File: src/rtl/pms_pkg.sv
package pms_pkg;

  typedef enum logic [2:0] {
    FN_LVL16 = 3'd0,
    FN_LVL2  = 3'd1,
    FN_LVL4  = 3'd2,
    FN_LVL8  = 3'd3,
    FN_SWEEP = 3'd4
  } pin_fn_e;

  typedef enum logic [1:0] {
    MK_FREQ  = 2'd0,
    MK_PHASE = 2'd1,
    MK_AMP   = 2'd2,
    MK_OFF   = 2'd3
  } mod_kind_e;

  // Unused codes collapse onto the full-width direct select.
  function automatic pin_fn_e decode_fn(input logic [2:0] code);
    case (code)
      3'd1:    decode_fn = FN_LVL2;
      3'd2:    decode_fn = FN_LVL4;
      3'd3:    decode_fn = FN_LVL8;
      3'd4:    decode_fn = FN_SWEEP;
      default: decode_fn = FN_LVL16;
    endcase
  endfunction

endpackage

File: src/rtl/pms_pin_sync.sv
module pms_pin_sync #(
  parameter int W = 4
) (
  input  logic         clk,
  input  logic         rst_n,
  input  logic [W-1:0] d,
  output logic [W-1:0] q
);

  logic [W-1:0] s1_q;
  logic [W-1:0] s2_q;

  always_ff @(posedge clk or negedge rst_n) begin
    if (!rst_n) begin
      s1_q <= '0;
      s2_q <= '0;
    end else begin
      s1_q <= d;
      s2_q <= s1_q;
    end
  end

  assign q = s2_q;

endmodule

File: src/rtl/pms_regfile.sv
module pms_regfile #(
  parameter  int PINS    = 4,
  parameter  int WORD_W  = 32,
  parameter  int PHASE_W = 14,
  parameter  int AMP_W   = 10,
  localparam int ENTRIES = 2 ** PINS,
  localparam int ADDR_W  = $clog2(ENTRIES) + 1
) (
  input  logic               clk,
  input  logic               rst_n,
  input  logic               wr_en,
  input  logic [ADDR_W-1:0]  wr_addr,
  input  logic [WORD_W-1:0]  wr_data,
  input  logic [PINS-1:0]    rd_idx,
  output logic [WORD_W-1:0]  rd_word,
  output logic [WORD_W-1:0]  base_ftw,
  output logic [PHASE_W-1:0] base_pow,
  output logic [AMP_W-1:0]   base_asf,
  output logic [WORD_W-1:0]  sw_step,
  output logic [WORD_W-1:0]  sw_hi,
  output logic [WORD_W-1:0]  sw_lo
);

  localparam int A_BFTW = ENTRIES;
  localparam int A_BPOW = ENTRIES + 1;
  localparam int A_BASF = ENTRIES + 2;
  localparam int A_STEP = ENTRIES + 3;
  localparam int A_HI   = ENTRIES + 4;
  localparam int A_LO   = ENTRIES + 5;

  logic [ENTRIES-1:1] prof_we;
  logic               bftw_we, bpow_we, basf_we, step_we, hi_we, lo_we;
  logic [WORD_W-1:0]  prof_q [1:ENTRIES-1];

  // Write decode (next-state side)
  always_comb begin
    for (int i = 1; i < ENTRIES; i++) begin
      prof_we[i] = wr_en && (wr_addr == ADDR_W'(i));
    end
    bftw_we = wr_en && (wr_addr == ADDR_W'(A_BFTW));
    bpow_we = wr_en && (wr_addr == ADDR_W'(A_BPOW));
    basf_we = wr_en && (wr_addr == ADDR_W'(A_BASF));
    step_we = wr_en && (wr_addr == ADDR_W'(A_STEP));
    hi_we   = wr_en && (wr_addr == ADDR_W'(A_HI));
    lo_we   = wr_en && (wr_addr == ADDR_W'(A_LO));
  end

  for (genvar g = 1; g < ENTRIES; g++) begin : g_prof
    always_ff @(posedge clk or negedge rst_n) begin
      if (!rst_n) begin
        prof_q[g] <= '0;
      end else if (prof_we[g]) begin
        prof_q[g] <= wr_data;
      end
    end
  end

  always_ff @(posedge clk or negedge rst_n) begin
    if (!rst_n) begin
      base_ftw <= '0;
      base_pow <= '0;
      base_asf <= '0;
      sw_step  <= '0;
      sw_hi    <= '0;
      sw_lo    <= '0;
    end else begin
      if (bftw_we) base_ftw <= wr_data;
      if (bpow_we) base_pow <= wr_data[PHASE_W-1:0];
      if (basf_we) base_asf <= wr_data[AMP_W-1:0];
      if (step_we) sw_step  <= wr_data;
      if (hi_we)   sw_hi    <= wr_data;
      if (lo_we)   sw_lo    <= wr_data;
    end
  end

  // Entry 0 is supplied by the caller from the base words.
  always_comb begin
    rd_word = '0;
    if (rd_idx != '0) begin
      rd_word = prof_q[rd_idx];
    end
  end

endmodule

File: src/rtl/pms_sweep.sv
module pms_sweep #(
  parameter int W = 32
) (
  input  logic         clk,
  input  logic         rst_n,
  input  logic         en,
  input  logic         up,
  input  logic [W-1:0] step,
  input  logic [W-1:0] hi,
  input  logic [W-1:0] lo,
  output logic [W-1:0] acc_q
);

  logic [W:0]   sum_w;
  logic [W:0]   diff_w;
  logic [W-1:0] acc_d;

  always_comb begin
    sum_w  = {1'b0, acc_q} + {1'b0, step};
    diff_w = {1'b0, acc_q} - {1'b0, step};
    if (!en) begin
      acc_d = lo;
    end else if (up) begin
      acc_d = (sum_w >= {1'b0, hi}) ? hi : sum_w[W-1:0];
    end else begin
      acc_d = (diff_w[W] || (diff_w[W-1:0] <= lo)) ? lo : diff_w[W-1:0];
    end
  end

  always_ff @(posedge clk or negedge rst_n) begin
    if (!rst_n) begin
      acc_q <= '0;
    end else begin
      acc_q <= acc_d;
    end
  end

endmodule

File: src/rtl/profile_mod_sel.sv
module profile_mod_sel
  import pms_pkg::*;
#(
  parameter  int PINS    = 4,
  parameter  int WORD_W  = 32,
  parameter  int PHASE_W = 14,
  parameter  int AMP_W   = 10,
  localparam int ENTRIES = 2 ** PINS,
  localparam int ADDR_W  = $clog2(ENTRIES) + 1
) (
  input  logic               clk,
  input  logic               rst_n,
  input  logic               wr_en,
  input  logic [ADDR_W-1:0]  wr_addr,
  input  logic [WORD_W-1:0]  wr_data,
  input  logic [PINS-1:0]    prof_pins,
  input  logic [2:0]         pin_fn,
  input  logic [1:0]         mod_kind,
  output logic [WORD_W-1:0]  ftw_out,
  output logic [PHASE_W-1:0] pow_out,
  output logic [AMP_W-1:0]   asf_out
);

  logic [PINS-1:0]    pin_q;
  logic [PINS-1:0]    idx;
  pin_fn_e            fn;
  int                 lvl_bits;
  logic               sweep_en;
  logic               sweep_up;
  logic [WORD_W-1:0]  rd_word;
  logic [WORD_W-1:0]  base_ftw;
  logic [PHASE_W-1:0] base_pow;
  logic [AMP_W-1:0]   base_asf;
  logic [WORD_W-1:0]  sw_step, lim_hi, lim_lo;
  logic [WORD_W-1:0]  sweep_acc;
  logic [WORD_W-1:0]  base_sel;
  logic [WORD_W-1:0]  sel_word;
  logic [WORD_W-1:0]  mod_src;
  logic [WORD_W-1:0]  ftw_d;
  logic [PHASE_W-1:0] pow_d;
  logic [AMP_W-1:0]   asf_d;

  pms_pin_sync #(.W(PINS)) u_sync (
    .clk   (clk),
    .rst_n (rst_n),
    .d     (prof_pins),
    .q     (pin_q)
  );

  pms_regfile #(
    .PINS(PINS), .WORD_W(WORD_W), .PHASE_W(PHASE_W), .AMP_W(AMP_W)
  ) u_regs (
    .clk      (clk),
    .rst_n    (rst_n),
    .wr_en    (wr_en),
    .wr_addr  (wr_addr),
    .wr_data  (wr_data),
    .rd_idx   (idx),
    .rd_word  (rd_word),
    .base_ftw (base_ftw),
    .base_pow (base_pow),
    .base_asf (base_asf),
    .sw_step  (sw_step),
    .sw_hi    (lim_hi),
    .sw_lo    (lim_lo)
  );

  pms_sweep #(.W(WORD_W)) u_sweep (
    .clk   (clk),
    .rst_n (rst_n),
    .en    (sweep_en),
    .up    (sweep_up),
    .step  (sw_step),
    .hi    (lim_hi),
    .lo    (lim_lo),
    .acc_q (sweep_acc)
  );

  // Pin function and index masking
  always_comb begin
    fn       = decode_fn(pin_fn);
    sweep_en = (fn == FN_SWEEP);
    sweep_up = pin_q[0];
    case (fn)
      FN_LVL2: lvl_bits = 1;
      FN_LVL4: lvl_bits = 2;
      FN_LVL8: lvl_bits = 3;
      default: lvl_bits = PINS;
    endcase
    for (int b = 0; b < PINS; b++) begin
      idx[b] = pin_q[b] && (b < lvl_bits);
    end
  end

  // Word selection and routing to the modulated output
  always_comb begin
    case (mod_kind_e'(mod_kind))
      MK_PHASE: base_sel = WORD_W'(base_pow);
      MK_AMP:   base_sel = WORD_W'(base_asf);
      default:  base_sel = base_ftw;
    endcase
    sel_word = (idx == '0) ? base_sel : rd_word;
    mod_src  = sweep_en ? sweep_acc : sel_word;
    ftw_d    = base_ftw;
    pow_d    = base_pow;
    asf_d    = base_asf;
    case (mod_kind_e'(mod_kind))
      MK_FREQ:  ftw_d = mod_src;
      MK_PHASE: pow_d = mod_src[PHASE_W-1:0];
      MK_AMP:   asf_d = mod_src[AMP_W-1:0];
      default:  ;
    endcase
  end

  always_ff @(posedge clk or negedge rst_n) begin
    if (!rst_n) begin
      ftw_out <= '0;
      pow_out <= '0;
      asf_out <= '0;
    end else begin
      ftw_out <= ftw_d;
      pow_out <= pow_d;
      asf_out <= asf_d;
    end
  end

endmodule

File: config.mk
export PLATFORM = sky130hd
export DESIGN_NAME = profile_mod_sel
export DESIGN_NICKNAME = d
export VERILOG_FILES = /design/src/rtl/pms_pkg.sv /design/src/rtl/pms_pin_sync.sv /design/src/rtl/pms_regfile.sv /design/src/rtl/pms_sweep.sv /design/src/rtl/profile_mod_sel.sv
export SDC_FILE = /design/constraint.sdc
export NUM_CORES = 1
export LEC_CHECK = 0
export ABC_AREA = 1
export BUFFER_PORTS_ARGS = -buffer_cell sky130_fd_sc_hd__clkbuf_2
export CAP_MARGIN = 10
export CORE_MARGIN = 3
export CORE_UTILIZATION = 30
export CTS_CLUSTER_SIZE = 24
export DETAILED_ROUTE_END_ITERATION = 10
export GPL_TIMING_DRIVEN = 0
export SETUP_SLACK_MARGIN = 0.5
export SLEW_MARGIN = 10
export SYNTH_ARGS = -nofsm -noshare
export SYNTH_HDL_FRONTEND = slang
export SYNTH_SLANG_ARGS = --single-unit
File: constraint.sdc
create_clock -name clk -period 8.6 [get_ports clk]
set_input_delay 2.58 -clock clk [delete_from_list [all_inputs] [get_ports clk]]
set_output_delay 2.58 -clock clk [all_outputs]
set_load 0.01 [all_outputs]
==> metrics.yaml <==
run_status:
  status: "finished, final reports clean"
critical_path:
  path_cells: "clkbuf_2 -> inv_2 -> nand3_1 -> inv_1 -> nor2_1 -> nand2_1 -> inv_1 -> clkbuf_1 -> o21ai_0 -> nand3_1 -> o21ai_0 -> o21ai_0"
  slowest_delay_ns: 0.69
  cp.arrival_ns: 5.79
  critPathKind: "in2reg"
  crit_path_end_kind: "flop"
  critical_path_peak_fanout: 10
  cp_slowest_cell: "clkbuf_1"
  start_kind: "input port"
  path_common_cell: "o21ai_0"
  cp.required_ns: 9.11
timing:
  whs_ns: 0.345
  min_period_over_period: 0.615
  post-route-min-period_ns: 5.29
  fin_worst_skew_ns: 0.0367
  slew_headroom: 0.281
  drv_slew: 0
  rsz0062_at_grt: "no"
  worst_slew_pin_slew_ns: 1.08
  finalSetupViolCount: 0
  fmax_mhz: 189
  finalHoldViolCount: 0
  setup_ws_ns: 3.31
  finalSetupTns_ns: 0
pwr:
  switchingPower_mw: 4.82
  combPwrFrac: 0.330
  p_sw_frac: 0.383
  p_per_area_nw_per_um2: 281
  seqPwrFrac: 0.355
  peakVddDrop_mv: 0.150
  clockPowerShare: 0.315
  p_leak_nw: 21.7
  p_int_mw: 7.78
  finalPower_mw: 12.6
layout:
  nets: 5475
  nFillCells: 13639
  drive_above_1_share: 0.0746
  area_delta_synth_final_pct: 15.4
die:
  initial_utilization: 0.303
  coreArea_um2: 128000
  dieHeight_um: 366
  io_pins: 105
  fp.dieArea_um2: 134000
  die_w_um: 366
  row_count: 131
clock_tree:
  max-clock-path-buffers: 3
  cts_setup_buffers: 0
  clkTransAtPathRegs_ns: 0.06
  cts_tree: "built"
  numCtsBuffers: 87
  cts-root-buf: "clkbuf_16"
  clock_sinks: 728
  cts_resized: 0
  insertion_delay_ns: 0.70
  hold_buffers: 0
  h-tree-depth: 3
yosys:
  dominantRegCellSynth: "dfrtp_1"
  netlist_top_cells_count: "nand2_1, o21ai_0, dfrtp_1"
  syn-num-nets: 5274
  synth_top_area_cell: "dfrtp_1"
  seq_area_frac_synth: 0.468
  synthCells: 5092
  synth_edf_count: 0
  avgSynthCellArea_um2: 7.64
  async_flop_share: 1.00
  ys_types: 46
  synth-seq-cells: 728
  ys.warnings.count: 0
  synthTopCellsByArea: "dfrtp_1, nand2_1, o21ai_0"
  yosys.cell_count.top_type: "nand2_1"
  synth_top_area_frac: 0.468
  syn_area_um2: 38900
min_path:
  hold_class: "reg2reg"
routing:
  drt_iter0_markers: 4159
  num_vias: 36640
  wirelength_um: 151000
  drt-pass1-iter-count: 6
  ant_nets: 0
  routed_via_density: 5.17
  post_drt_wl_per_cell_um: 21.4
  drc: 0
placed_design:
  hpwl_um: 118000
  gp_congestion: 0.991
  pre_cts_slack_ns: 2.75
  port_buffers: 104
global_route:
  grt_pass1_wl_um: 226000
  grt_start_max_net_pins: 100
  grt.total_usage: 0.220
  grt-ovfl-total: 0
  antenna_found_initial: 5
  grt_pass1_vias: 35780
run:
  maxCapViolCount: 0
==> power by group through the flow <==
stage / clock network (mW) / registers, mW / logic [mW]
2_1_floorplan: 0 / 4.39 / 2.75
3_3_place_gp: 0 / 4.51 / 4.02
3_5_place_dp: 0 / 4.51 / 4.08
4_1_cts: 4.02 / 4.46 / 4.10
5_1_grt: 4.17 / 4.54 / 4.66
6_report: 3.97 / 4.48 / 4.16
==> cell families after synthesis <==
group,Yosys count,share of synthesized area
simple gates,2184,0.233
compound gates,1219,0.166
buf+inv,781,0.0787
flops,728,0.468
fa+ha+maj,133,0.0432
xor+xnor,28,0.00630
mux,19,0.00489
==> worst paths after layout <==
check / slack (ns) / endpoint / cells after the start / from
min in group asynchronous: 1.93 / u_regs.prof_q[122]$_DFFE_PN0P_ / 1 / rst_n
max reg2reg: 3.61 / u_sweep.acc_q[24]$_DFF_PN0_ / 25 / u_sweep.acc_q[4]$_DFF_PN0_
max in group asynchronous: 4.61 / u_regs.sw_step[4]$_DFFE_PN0P_ / 5 / rst_n
max: 3.31 / ftw_out[0]$_DFF_PN0_ / 12 / pin_fn[2]
min: 0.35 / u_sync.q[3]$_DFF_PN0_ / 0 / u_sync.s1_q[3]$_DFF_PN0_
min reg2reg: 0.35 / u_sync.q[3]$_DFF_PN0_ / 0 / u_sync.s1_q[3]$_DFF_PN0_
==> cell usage in the layout, fill, tap and decap left out, types with 20 or more instances in the layout <==
cell       Yosys  layout
nand2_1     1361    1361
o21ai_0      947     947
dfrtp_1      728     728
inv_1        413     413
nor2_1       351     351
nand3_1      309     309
clkbuf_1     268     281
a21oi_1      135     135
ha_1         131     131
clkbuf_2       0     103
clkbuf_16      0      89
nand4_1       66      66
o221ai_1      51      51
buf_2         44      44
o21ai_1       28      28
xor2_1        27      27
inv_2         23      23
nand3b_1      20      20
or2_2         20      20
==> worst max-delay path: cells and delay by family <==
kind,cells,cell delay (ns)
AO/OA/AOI/OAI,3,1.15
buffers and inverters,5,1.33
AND/OR/NAND/NOR,4,0.72
==> routing by layer <==
| metal | GRT usage | part of all wire | vias up |
|---|---|---|---|
| met3 | 0.0364 | 0.077 | 298 |
| li1 | - | - | 17064 |
| met5 | 0 | 0.000046 | - |
| met4 | 0.0874 | 0.042 | 2 |
| met2 | 0.361 | 0.46 | 1431 |
| met1 | 0.289 | 0.42 | 17845 |
==> cell type report <==
class	count	area, um^2	share of cell area
Sequential cell	728	18200	0.406
Timing Repair Buffer	112	749	0.0167
Antenna cell	3	7.51	0.000167
Clock inverter	45	639	0.0142
Buffer	340	1410	0.0313
Tap cell	1729	2160	0.0482
Inverter	441	1660	0.0369
Multi-Input combinational cell	3583	17600	0.393
Clock buffer	112	2410	0.0538
==> sequential cells by signal, indices dropped and copies added, names as in the netlist <==
name,cells
asf_out,10
ftw_out,32
pow_out,14
u_regs.base_asf,10
u_regs.base_ftw,32
u_regs.base_pow,14
u_regs.prof_q,480
u_regs.sw_hi,32
u_regs.sw_lo,32
u_regs.sw_step,32
u_sweep.acc_q,32
u_sync.q,4
u_sync.s1_q,4
==> through the flow <==
stage	utilization	area, um^2	cells
detailed placement	0.326	41800	6933
global route	0.350	44900	7090
finish	0.350	44900	7093
global placement	0.324	41600	6925
CTS	0.350	44900	7090
floorplan	-	38900	5092
(Power assumes the default switching activity.)
